**config.mk**
```make
export PLATFORM = sky130hd
export DESIGN_NAME = mem_copy_seq
export DESIGN_NICKNAME = d
export VERILOG_FILES = /design/src/rtl/mcs_pkg.sv /design/src/rtl/mcs_ptr.sv /design/src/rtl/mcs_count.sv /design/src/rtl/mcs_ctrl.sv /design/src/rtl/mem_copy_seq.sv
export SDC_FILE = /design/constraint.sdc
export NUM_CORES = 1
export LEC_CHECK = 0
export BUFFER_PORTS_ARGS = -buffer_cell sky130_fd_sc_hd__buf_2
export CELL_PAD_IN_SITES_DETAIL_PLACEMENT = 2
export CELL_PAD_IN_SITES_GLOBAL_PLACEMENT = 2
export CORE_MARGIN = 2
export CORE_UTILIZATION = 29
export DETAILED_ROUTE_END_ITERATION = 16
export HOLD_SLACK_MARGIN = 0.06
export MAX_ROUTING_LAYER = met4
export PLACE_DENSITY = 0.81
export SYNTH_ARGS = -nofsm -noshare
export SYNTH_HDL_FRONTEND = slang
export SYNTH_SLANG_ARGS = --single-unit
```
**constraint.sdc**
```tcl
create_clock -name clk -period 2.8 [get_ports clk]
set_input_delay 0 -clock clk [delete_from_list [all_inputs] [get_ports clk]]
set_output_delay 0 -clock clk [all_outputs]
set_load 0.01 [all_outputs]
```
**src/rtl/mcs_pkg.sv**
```systemverilog
package mcs_pkg;

  typedef enum logic [1:0] {
    ST_IDLE  = 2'd0,
    ST_READ  = 2'd1,
    ST_WRITE = 2'd2
  } mcs_state_e;

  // pointer stepping rule, 2 bits per pointer
  typedef enum logic [1:0] {
    STEP_HOLD = 2'b00,
    STEP_INC  = 2'b01,
    STEP_DEC  = 2'b10,
    STEP_RSVD = 2'b11
  } mcs_step_e;

  localparam int MODE_W      = 8;
  localparam int SRC_STEP_LO = 0;
  localparam int DST_STEP_LO = 2;
  localparam int REPEAT_BIT  = 4;
  localparam int NUM_PTR     = 2;   // index 0 = source, 1 = destination

endpackage

```
**src/rtl/mcs_ptr.sv**
```systemverilog
module mcs_ptr
  import mcs_pkg::*;
#(
  parameter int ADDR_W = 16
) (
  input  logic              clk,
  input  logic              rst_n,
  input  logic              load,
  input  logic [ADDR_W-1:0] load_val,
  input  logic              advance,
  input  mcs_step_e         step,
  output logic [ADDR_W-1:0] ptr
);

  logic [ADDR_W-1:0] ptr_q, ptr_nxt;
  logic              ptr_en;

  assign ptr_en = load | advance;

  // next value; wraps modulo 2^ADDR_W
  always_comb begin
    ptr_nxt = ptr_q;
    if (load) begin
      ptr_nxt = load_val;
    end else begin
      unique case (step)
        STEP_INC: ptr_nxt = ptr_q + ADDR_W'(1);
        STEP_DEC: ptr_nxt = ptr_q - ADDR_W'(1);
        default:  ptr_nxt = ptr_q;
      endcase
    end
  end

  always_ff @(posedge clk or negedge rst_n) begin
    if (!rst_n) begin
      ptr_q <= '0;
    end else if (ptr_en) begin
      ptr_q <= ptr_nxt;
    end
  end

  assign ptr = ptr_q;

endmodule

```
**src/rtl/mcs_count.sv**
```systemverilog
module mcs_count #(
  parameter int CNT_W = 16
) (
  input  logic             clk,
  input  logic             rst_n,
  input  logic             load,
  input  logic [CNT_W-1:0] load_val,
  input  logic             dec,
  output logic [CNT_W-1:0] cnt,
  output logic             zero
);

  logic [CNT_W-1:0] cnt_q, cnt_nxt;
  logic             zero_q, zero_nxt;
  logic             cnt_en;

  assign cnt_en = load | dec;

  // decrement happens in the read cycle so zero is settled for the write
  always_comb begin
    cnt_nxt  = cnt_q;
    zero_nxt = zero_q;
    if (load) begin
      cnt_nxt  = load_val;
      zero_nxt = (load_val == '0);
    end else if (dec) begin
      cnt_nxt  = cnt_q - CNT_W'(1);
      zero_nxt = (cnt_q == CNT_W'(1));
    end
  end

  always_ff @(posedge clk or negedge rst_n) begin
    if (!rst_n) begin
      cnt_q  <= '0;
      zero_q <= 1'b1;
    end else if (cnt_en) begin
      cnt_q  <= cnt_nxt;
      zero_q <= zero_nxt;
    end
  end

  assign cnt  = cnt_q;
  assign zero = zero_q;

endmodule

```
**src/rtl/mcs_ctrl.sv**
```systemverilog
module mcs_ctrl
  import mcs_pkg::*;
(
  input  logic              clk,
  input  logic              rst_n,
  input  logic              start,
  input  logic [MODE_W-1:0] mode_in,
  input  logic              len_zero,
  input  logic              cnt_zero,
  output logic              load,
  output logic              rd_cyc,
  output logic              wr_cyc,
  output logic              busy,
  output logic              done,
  output logic              rep_mode,
  output mcs_step_e         src_step,
  output mcs_step_e         dst_step
);

  mcs_state_e        state_q, state_nxt;
  logic [MODE_W-1:0] mode_q;
  logic              done_q, done_nxt;
  logic              accept;
  logic              again;

  // a start is only seen while idle
  assign accept = (state_q == ST_IDLE) & start;
  assign again  = mode_q[REPEAT_BIT] & ~cnt_zero;

  always_comb begin
    state_nxt = state_q;
    done_nxt  = 1'b0;
    unique case (state_q)
      ST_IDLE: begin
        if (accept) begin
          if (len_zero) done_nxt  = 1'b1;
          else          state_nxt = ST_READ;
        end
      end
      ST_READ:  state_nxt = ST_WRITE;
      ST_WRITE: begin
        if (again) begin
          state_nxt = ST_READ;
        end else begin
          state_nxt = ST_IDLE;
          done_nxt  = 1'b1;
        end
      end
      default: state_nxt = ST_IDLE;
    endcase
  end

  always_ff @(posedge clk or negedge rst_n) begin
    if (!rst_n) begin
      state_q <= ST_IDLE;
      done_q  <= 1'b0;
    end else begin
      state_q <= state_nxt;
      done_q  <= done_nxt;
    end
  end

  always_ff @(posedge clk or negedge rst_n) begin
    if (!rst_n) begin
      mode_q <= '0;
    end else if (accept) begin
      mode_q <= mode_in;
    end
  end

  assign load     = accept;
  assign rd_cyc   = (state_q == ST_READ);
  assign wr_cyc   = (state_q == ST_WRITE);
  assign busy     = (state_q != ST_IDLE);
  assign done     = done_q;
  assign rep_mode = mode_q[REPEAT_BIT];
  assign src_step = mcs_step_e'(mode_q[SRC_STEP_LO +: 2]);
  assign dst_step = mcs_step_e'(mode_q[DST_STEP_LO +: 2]);

endmodule

```
**src/rtl/mem_copy_seq.sv**
```systemverilog
module mem_copy_seq
  import mcs_pkg::*;
#(
  parameter int ADDR_W = 16,
  parameter int CNT_W  = 16,
  parameter int DATA_W = 8
) (
  input  logic              clk,
  input  logic              rst_n,
  input  logic              start,
  input  logic [MODE_W-1:0] mode,
  input  logic [ADDR_W-1:0] src_init,
  input  logic [ADDR_W-1:0] dst_init,
  input  logic [CNT_W-1:0]  len_init,
  output logic [ADDR_W-1:0] mem_addr,
  output logic              mem_rd,
  output logic              mem_wr,
  output logic [DATA_W-1:0] mem_wdata,
  input  logic [DATA_W-1:0] mem_rdata,
  output logic              busy,
  output logic              done,
  output logic [ADDR_W-1:0] src_out,
  output logic [ADDR_W-1:0] dst_out,
  output logic [CNT_W-1:0]  cnt_out,
  output logic              zero_flag
);

  localparam int SYNC_STAGES = 2;

  // reset: asserted asynchronously, released on the clock
  logic [SYNC_STAGES-1:0] rst_sync_q;
  logic                   rst_ni;

  always_ff @(posedge clk or negedge rst_n) begin
    if (!rst_n) rst_sync_q <= '0;
    else        rst_sync_q <= {rst_sync_q[SYNC_STAGES-2:0], 1'b1};
  end
  assign rst_ni = rst_sync_q[SYNC_STAGES-1];

  logic      load_w, rd_w, wr_w, rep_mode_w, cnt_zero_w;
  mcs_step_e src_step_w, dst_step_w;

  mcs_ctrl u_ctrl (
    .clk      (clk),
    .rst_n    (rst_ni),
    .start    (start),
    .mode_in  (mode),
    .len_zero (len_init == '0),
    .cnt_zero (cnt_zero_w),
    .load     (load_w),
    .rd_cyc   (rd_w),
    .wr_cyc   (wr_w),
    .busy     (busy),
    .done     (done),
    .rep_mode (rep_mode_w),
    .src_step (src_step_w),
    .dst_step (dst_step_w)
  );

  // pointer pair: 0 = source (steps after read), 1 = destination (after write)
  logic      [NUM_PTR-1:0][ADDR_W-1:0] ptr_init, ptr_val;
  logic      [NUM_PTR-1:0]             ptr_adv;
  mcs_step_e [NUM_PTR-1:0]             ptr_step;

  assign ptr_init[0] = src_init;
  assign ptr_init[1] = dst_init;
  assign ptr_adv[0]  = rd_w;
  assign ptr_adv[1]  = wr_w;
  assign ptr_step[0] = src_step_w;
  assign ptr_step[1] = dst_step_w;

  for (genvar g = 0; g < NUM_PTR; g++) begin : g_ptr
    mcs_ptr #(.ADDR_W(ADDR_W)) u_ptr (
      .clk      (clk),
      .rst_n    (rst_ni),
      .load     (load_w),
      .load_val (ptr_init[g]),
      .advance  (ptr_adv[g]),
      .step     (ptr_step[g]),
      .ptr      (ptr_val[g])
    );
  end

  mcs_count #(.CNT_W(CNT_W)) u_cnt (
    .clk      (clk),
    .rst_n    (rst_ni),
    .load     (load_w),
    .load_val (len_init),
    .dec      (rd_w),
    .cnt      (cnt_out),
    .zero     (cnt_zero_w)
  );

  // byte held from the read cycle into the write cycle
  logic [DATA_W-1:0] data_q;

  always_ff @(posedge clk or negedge rst_ni) begin
    if (!rst_ni)   data_q <= '0;
    else if (rd_w) data_q <= mem_rdata;
  end

  assign mem_rd    = rd_w;
  assign mem_wr    = wr_w;
  assign mem_addr  = wr_w ? ptr_val[1] : ptr_val[0];
  assign mem_wdata = data_q;
  assign src_out   = ptr_val[0];
  assign dst_out   = ptr_val[1];
  assign zero_flag = cnt_zero_w;

endmodule

```
---- Word-level counts from Yosys, hierarchy flattened ----
Index checks and enable logic that the tools add are counted.
Widths: inputs -> output; s select.
operators by class
  add/subtract/negate cells ............... 5
  equality and inequality tests ........... 9
  muxes and demuxes ....................... 17
  bitwise operators ....................... 5
  reductions and logical operators ........ 10
operators by type and width
  cell                   number
  $mux 16                5
  $pmux 16 s2            2
  $sub 16x1->16 const B  3
  $add 16x1->16 const B  2
  $eq 16x1->1 const B    1
  $logic_not 16->1       1
  $reduce_and 2->1       4
  $eq 2x1->1 const B     3
  $eq 2x2->1 const B     3
  $mux 1                 6
  $pmux 2 s3             1
  $reduce_bool 3->1      2
  $mux 2                 2
  $reduce_bool 2->1      2
  $and 1x1->1            2
  $logic_not 2->1        1
  $ne 2x1->1 const B     1
  $ne 2x2->1 const B     1
  $or 1x1->1             2
  $pmux 1 s2             1
  $not 1->1              1
storage, ports and cells
  register bits ........................... 67
  output and inout bits ................... 77

---- Depth between registers and ports, before layout ----
Gate-level depths: netlist of run 1.
  depth in word-level cells ............... 4
  depth in mapped cells ................... 16
  mapped depth without buffers ............ 10

---- Modules after synthesis ----
From an unflattened synthesis of run 1, not the netlist that was laid out.
second synthesis, totals
  cell total of the unflattened synthesis .. 576
  area total of the unflattened synthesis .. 5107.4 µm²
modules (own cells, without submodules)
  module        times used  cells each  area an instance (µm²)
  mcs_ptr       2           200         1550.2
  mcs_count     1           107         1006.0
  mem_copy_seq  1           43          631.9
  mcs_ctrl      1           26          369.1

---- Worst setup path before layout of run 1 ----
OpenSTA, ideal clock, no wires.
  path kind ............................... register -> register
  start ................................... register u_ctrl.mode_q[0]
  end ..................................... register g_ptr[0].u_ptr.ptr_q[8]
  data arrival time ....................... 3.279 ns
  path slack .............................. -0.598 ns
  cell stages (with the launch flop) ...... 17
  period minus slack after synthesis ...... 3.398 ns
  path through ............................ dfrtp_1 > inv_1 > ha_1 > buf_2 > buf_2 > buf_2 > buf_2 > buf_1 > xor2_1 > ha_1 > and4b_1 > a2111oi_2 > buf_4 > a2bb2oi_1 > o22ai_1 > a211o_1 > o21a_1
between the ends
  cells in the longest elaborated chain, start to end .. 3
  elaborated cells on any way between the ends .. 6
  classes of those cells .................. eq/ne: 2; mux: 2; reduce/logical: 2
RTL lines
  element                                                  RTL line        source
  start, declared                                          mcs_ctrl.sv:21  logic [MODE_W-1:0] mode_q;
  start signal, assigned                                   mcs_ctrl.sv:67  mode_q <= mode_in;
  $eq 2x2->1 / $eq 2x1->1 (equally long branches)          mcs_ptr.sv:26   unique case (step)
  $pmux 16 s2 / $reduce_bool 3->1 (equally long branches)  -
  $mux 16 / $reduce_and 2->1 (equally long branches)       -
  end signal, assigned                                     mcs_ptr.sv:38   ptr_q <= ptr_nxt;
  end, declared                                            mcs_ptr.sv:15   logic [ADDR_W-1:0] ptr_q, ptr_nxt;
Several ways; a longest one is shown, not always the timed one.
A chain may end at the register's enable or synchronous reset.

---- Final worst setup path of run 1 ----
  start ................................... register u_ctrl.mode_q[0]
  end ..................................... register g_ptr[0].u_ptr.ptr_q[14]
Same word-level chain as after synthesis.

==> run_results.csv, run 1 <==
group,metric,value,unit
clock_network,path_clk_slew,0.06,ns
cells_and_area,final_nets,893,
power,p_per_area,1240,nW/um2
cells_and_area,layout_commonest_cell,"buf_2",
global_route,track_usage,24.6,%
sta,worst_slew_pin_slew,0.922,ns
critical_path,startpoint_type,"flip-flop",
sta,timing.fmax,378,MHz
global_route,grt_max_degree,66,
sta,slew_viol_final,0,
routing,drt_drc_violations_left,0,
sta,hold_violations,0,
floorplanning,dieArea,18000,um2
clock_network,clock-sinks,67,
clock_network,numCtsBuffers,9,
power,peakVddDrop,0.470,mV
floorplanning,start_util,29.6,%
hold_path,hold_path_class,"in -> reg",
sta,min_period_over_period,94.6,%
cells_and_area,layoutNonFillerInstCount,1046,
critical_path,worstRegToRegCells,11,
power,p_leak,3.04,nW
logic_synthesis,yosys_most_used_dff,"dfrtp_1",
routing,ant_nets,0,
critical_path,reg2reg_to,"g_ptr[0].u_ptr.ptr[14]$_DFFE_PN0P_",
outcome,status,"finished, final reports clean",
logic_synthesis,synth_seq_area_share,34.2,%
critical_path,end_kind,"flip-flop",
logic_synthesis,synth_area_per_cell,7.70,um2
routing,first_pass_iters,4,
logic_synthesis,ys_types,77,
sta,slew_headroom,38.6,%
clock_network,clk_latency,0.35,ns
clock_network,cts-root-buf,"clkbuf_16",
global_route,grt_pass1_vias,6362,
clock_network,cts.htree.levels,3,
logic_synthesis,synthAdderAreaFrac,1.53,%
logic_synthesis,async_flop_share,100,%
sta,setup_tns,0,ns
routing,drt_iter0_drc,294,
hold_path,hold_end,"g_ptr[0].u_ptr.ptr[8]$_DFFE_PN0P_",
floorplanning,ios,144,
floorplanning,die_h,134,um
global_route,grt_pass1_wl,34.1,mm
critical_path,arrival,2.88,ns
cells_and_area,layout_common_cells,"buf_2, nand2_1, dfrtp_1, dlygate4sd3_1, nor2_1",
placement,port-buffer-count,140,
global_route,grt-ovfl-total,0,
clock_network,cts_tree,"done",
placement,dp_hpwl,14.8,mm
cells_and_area,drive_gt1_share,24.0,%
logic_synthesis,synth_compound_area_share,22.5,%
cells_and_area,syn2layout_area_growth,38.1,%
logic_synthesis,ys_ff_latch,67,
critical_path,critical_path_required,3.03,ns
logic_synthesis,netlist_area,4910,um2
critical_path,crit_type,"reg -> reg",
critical_path,cp_max_fo,11,
routing,via_count,5760,
routing,route.detailed.wl_per_inst,20.5,um
global_route,antenna_found_initial,1,
logic_synthesis,synth_edf_count,0,
sta,min_period,2.65,ns
placement,dp.cells,968,
logic_synthesis,synth-simple-area-share,29.9,%
sta,setup_viol,0,
sta,whs,0.0656,ns
logic_synthesis,synthCells,638,
logic_synthesis,synth-xor-area-share,3.92,%
critical_path,r2r-start,"u_ctrl.mode_q[0]$_DFFE_PN0P_",
routing,routed_via_density,5.51,
hold_path,min_from,"src_init[8]",
logic_synthesis,synth_warnings,0,
floorplanning,core.rowCount,47,
logic_synthesis,muxShareOfSynthArea,2.34,%
routing,wl,21.5,mm
clock_network,clk_path_buf_depth,2,
logic_synthesis,syn-num-nets,711,
hold_path,whs_path_depth,4,
run,cap_violations,0,
floorplanning,core_area,16600,um2
critical_path,r2r_slack,0.15,ns
logic_synthesis,synth_top_family_by_area,"simple AND/OR/NAND/NOR gates",
placement,gp_congestion,0.876,
floorplanning,die_w,134,um
sta,finalClockSkew,0.00626,ns
[stage by stage]
step           power, mW  instance area, um2  utilization, %  setup slack [ns]
5_1_grt             9.10                6780            40.9           -0.0131
6_report            8.44                6780            40.9             0.153
4_1_cts             8.42                6770            40.8            0.0973
3_3_place_gp        6.82                5860            35.3             0.290
2_1_floorplan       5.23                4950               -            -0.159
3_5_place_dp        7.12                5860            35.3             0.136
[what timing repair did]
action                                  in CTS  in global routing
hold buffers                                61                  0
hold endpoints to repair                    61                  0
buffers inserted                             0                  0
resized for setup                            0                  1
endpoints found under the setup margin       0                  1
[flip-flops by register name, summed over array words and instances, names as in the netlist]
| register | cells |
|---|---|
| rst_sync_q | 2 |
| u_ctrl.done | 1 |
| u_cnt.zero | 1 |
| u_ctrl.mode_q | 5 |
| mem_wdata | 8 |
| u_cnt.cnt | 16 |
| g_ptr.u_ptr.ptr | 32 |
| u_ctrl.state_q | 2 |
[power breakdown]
part	total [mW]	switching [mW]	internal, mW
Clock	1.18	0.488	0.694
Combinational	4.97	3.03	1.95
Sequential	2.29	0.866	1.42
[cell type report]
| class | count | area, um2 |
|---|---|---|
| Timing Repair Buffer | 224 | 1480 |
| Multi-Input combinational cell | 503 | 2980 |
| Tap cell | 220 | 275 |
| Clock buffer | 9 | 225 |
| Inverter | 15 | 56.3 |
| Clock inverter | 7 | 75.1 |
| Antenna cell | 1 | 2.50 |
| Sequential cell | 67 | 1680 |
| Fill cell | 1920 | 9800 |
[cell usage after synthesis (4+ instances only)]
library cell | n | area (um2)
xnor2_1 | 13 | 114
ha_1 | 6 | 75.1
nand4_1 | 8 | 50.1
a221o_1 | 5 | 50.1
o21a_1 | 4 | 30.0
a21o_1 | 6 | 45.0
a22oi_1 | 5 | 37.5
o22ai_1 | 5 | 31.3
o21ai_0 | 28 | 140
a21oi_1 | 33 | 165
dfrtp_1 | 66 | 1650
o211ai_1 | 8 | 60.1
and3_1 | 5 | 31.3
nand2_1 | 139 | 522
or4_1 | 6 | 45.0
nand2b_1 | 8 | 50.1
nor2_1 | 40 | 150
a211o_1 | 5 | 43.8
nand3b_1 | 5 | 37.5
buf_2 | 7 | 35.0
o21ai_1 | 8 | 40.0
xor2_1 | 9 | 78.8
nand3_1 | 19 | 95.1
nor4_1 | 14 | 87.6
nor2b_1 | 6 | 37.5
buf_1 | 6 | 22.5
mux2i_1 | 10 | 100
nor3_1 | 21 | 105
clkbuf_1 | 38 | 143
or3_1 | 11 | 68.8
inv_1 | 15 | 56.3
a31oi_1 | 10 | 62.6
o31ai_1 | 5 | 37.5
[how the worst max path moves through the flow]
| stage | startpoint | to | slack (ns) | cells after the start |
|---|---|---|---|---|
| finish | u_ctrl.mode_q[0]$_DFFE_PN0P_ | g_ptr[0].u_ptr.ptr[14]$_DFFE_PN0P_ | 0.15 | 11 |
| global route | u_ctrl.mode_q[0]$_DFFE_PN0P_ | g_ptr[0].u_ptr.ptr[14]$_DFFE_PN0P_ | -0.01 | 11 |
| CTS | u_ctrl.mode_q[0]$_DFFE_PN0P_ | g_ptr[0].u_ptr.ptr[14]$_DFFE_PN0P_ | 0.1 | 11 |
| detailed placement | u_ctrl.mode_q[0]$_DFFE_PN0P_ | g_ptr[0].u_ptr.ptr[14]$_DFFE_PN0P_ | 0.14 | 11 |
| floorplan | u_ctrl.mode_q[1]$_DFFE_PN0P_ | g_ptr[0].u_ptr.ptr[8]$_DFFE_PN0P_ | -0.16 | 15 |
| global placement | u_ctrl.mode_q[0]$_DFFE_PN0P_ | g_ptr[0].u_ptr.ptr[14]$_DFFE_PN0P_ | 0.29 | 11 |
[critical path, cell delays in order, from the launching register on]
cell       delay (ns)
dfrtp_1          0.36
inv_1            0.10
ha_2             0.19
xor2_1           0.20
ha_2             0.24
nor4bb_2         0.31
a2111oi_2        0.06
buf_4            0.21
o41ai_2          0.36
a2bb2oi_1        0.22
mux2i_1          0.21
nand2_1          0.07
[routing by layer]
layer / wire length (um) / share of wire [%] / vias to the layer above / track usage (%)
met4: 524 / 2.4 / 0 / 9.36
met5: 0 / 0 / - / -
met2: 10900 / 51 / 173 / 42.3
met1: 9050 / 42 / 2884 / 29.6
met3: 958 / 4.5 / 36 / 3.14
li1: - / - / 2667 / -
[kinds of logic (layout without fill, tap and decap cells)]
group | Yosys count | count (layout)
AND/OR/NAND/NOR | 303 | 303
AO/OA/AOI/OAI | 160 | 160
buffers and inverters | 68 | 255
flip-flops | 67 | 67
XOR/XNOR | 22 | 22
multiplexers | 11 | 11
adder cells (fa/ha/maj) | 6 | 6
other | 1 | 2
No activity file was read; power rests on OpenSTA's default activity.
==> run 2, diff against run 1 <==
--- a/config.mk
+++ b/config.mk
@@ -14,6 +14,7 @@
 export HOLD_SLACK_MARGIN = 0.06
 export MAX_ROUTING_LAYER = met4
 export PLACE_DENSITY = 0.81
+export RECOVER_POWER = 25
 export SYNTH_ARGS = -nofsm -noshare
 export SYNTH_HDL_FRONTEND = slang
 export SYNTH_SLANG_ARGS = --single-unit
==> run_results.csv, run 2 (synthesis gave the netlist of run 1 again) <==
group,metric,value,unit
global_route,antenna_found_initial,1,
outcome,violations,"max-capacitance violations, max-slew violations",
floorplanning,core_area,16600,um2
outcome,status,"finished, violations left",
placement,port-buffer-count,140,
sta,slew_viol_final,66,
run,cap_violations,1,
critical_path,end_kind,"flip-flop",
clock_network,path_clk_slew,0.06,ns
sta,min_period_over_period,94.9,%
global_route,grt_pass1_vias,6362,
cells_and_area,layout_common_cells,"nand2_1, buf_2, dfrtp_1, dlygate4sd3_1, clkbuf_1",
sta,slew_headroom,-20.3,%
floorplanning,die_h,134,um
routing,wl,21.5,mm
placement,gp_congestion,0.876,
critical_path,cp_max_fo,11,
clock_network,postCtsSetupBuffers,0,
cells_and_area,drive_gt1_share,18.2,%
clock_network,cts.htree.levels,3,
hold_path,hold_path_class,"in -> reg",
critical_path,crit_start,"u_ctrl.mode_q[0]$_DFFE_PN0P_",
sta,finalClockSkew,0.00752,ns
floorplanning,ios,144,
power,p_leak,2.90,nW
critical_path,startpoint_type,"flip-flop",
critical_path,crit_type,"reg -> reg",
cells_and_area,syn2layout_area_growth,36.7,%
routing,route.detailed.wl_per_inst,20.5,um
cells_and_area,layoutNonFillerInstCount,1046,
placement,dp_hpwl,14.8,mm
routing,routed_via_density,5.54,
sta,hold_violations,0,
routing,first_pass_iters,4,
power,p_per_area,1250,nW/um2
sta,setup_viol,0,
floorplanning,core.rowCount,47,
floorplanning,die_w,134,um
clock_network,numCtsBuffers,9,
critical_path,r2r-start,"u_ctrl.mode_q[0]$_DFFE_PN0P_",
clock_network,clk_path_buf_depth,2,
global_route,grt_max_degree,66,
routing,ant_nets,0,
global_route,grt_pass1_wl,34.1,mm
hold_path,min_from,"src_init[8]",
routing,drt_drc_violations_left,0,
sta,worst_slew_pin_slew,1.80,ns
cells_and_area,utilization,40.5,%
routing,via_count,5794,
global_route,track_usage,24.6,%
sta,min_period,2.66,ns
floorplanning,start_util,29.6,%
floorplanning,dieArea,18000,um2
sta,timing.fmax,376,MHz
critical_path,critical_path_required,3.03,ns
clock_network,cts_tree,"done",
clock_network,cts-root-buf,"clkbuf_16",
cells_and_area,largest_reg_flops,32,
routing,drt_iter0_drc,328,
power,peakVddDrop,0.471,mV
placement,dp.cells,968,
cells_and_area,final_nets,893,
global_route,grt-ovfl-total,0,
critical_path,arrival,2.89,ns
clock_network,clk_latency,0.35,ns
clock_network,clock-sinks,67,
cells_and_area,layout_commonest_cell,"nand2_1",
[run 2: cell types whose count changed in the layout (fill, tap and decap cells not counted)]
| cell | delta |
|---|---|
| clkbuf_2 | +1 |
| buf_2 | -46 |
| buf_4 | -3 |
| clkbuf_1 | +48 |
[run 2: report_power, final]
group          switching (mW)  internal, mW
registers               0.866          1.42
clock network           0.494         0.694
logic                    3.04          1.85
total                    4.40          3.97
[run 2: final cells by class]
class | count | area (um2)
Fill cell | 1948 | 9870
Tap cell | 220 | 275
Clock inverter | 7 | 75.1
Multi-Input combinational cell | 503 | 2980
Inverter | 15 | 56.3
Antenna cell | 1 | 2.50
Clock buffer | 9 | 225
Sequential cell | 67 | 1680
Timing Repair Buffer | 224 | 1420
[run 2: what timing repair did]
action	4_1_cts	5_1_grt
hold buffers	61	0
setup endpoints to repair	0	1
gates resized for setup	0	1
hold endpoints to repair	61	0
[run 2: through the flow]
stage / TNS, ns / power, mW / worst slack [ns] / hold slack (ns) / cell area [um2]
final: 0 / 8.36 / 0.144 / 0.0628 / 6710
after global routing: -0.0131 / 9.01 / -0.0131 / 0.0834 / 6710
after CTS: 0 / 8.42 / 0.0973 / 0.0602 / 6770
after detailed placement: 0 / 7.12 / 0.136 / -0.207 / 5860
after global placement: 0 / 6.82 / 0.290 / -0.215 / 5860
after floorplan: -0.538 / 5.23 / -0.159 / -0.296 / 4950
[run 2: worst paths after layout]
check	to	slack [ns]	depth (start not counted)
worst max-delay path	g_ptr[0].u_ptr.ptr[14]$_DFFE_PN0P_	0.14	11
worst min-delay path	g_ptr[0].u_ptr.ptr[8]$_DFFE_PN0P_	0.06	4
worst max register to register	g_ptr[0].u_ptr.ptr[14]$_DFFE_PN0P_	0.14	11
worst min register to register	rst_sync_q[1]$_DFF_PN0_	0.37	0
max in group asynchronous	g_ptr[0].u_ptr.ptr[6]$_DFFE_PN0P_	0.88	1
min in group asynchronous	rst_sync_q[0]$_DFF_PN0_	0.56	3
[run 2: critical path: stages (launching register included)]
cell and delay, ns:
dfrtp_1 0.36, inv_1 0.10, ha_2 0.19, xor2_1 0.20, ha_2 0.24, nor4bb_2 0.31, a2111oi_2 0.06, buf_4 0.21
o41ai_2 0.36, a2bb2oi_1 0.22, mux2i_1 0.21, nand2_1 0.07
[run 2: layer usage]
layer / vias to the layer above / GRT usage, % / share of wire, %
li1: 2662 / - / -
met1: 2922 / 29.6 / 42
met2: 174 / 42.3 / 51
met3: 36 / 3.14 / 4.5
met4: 0 / 9.36 / 2.4
met5: - / - / 0
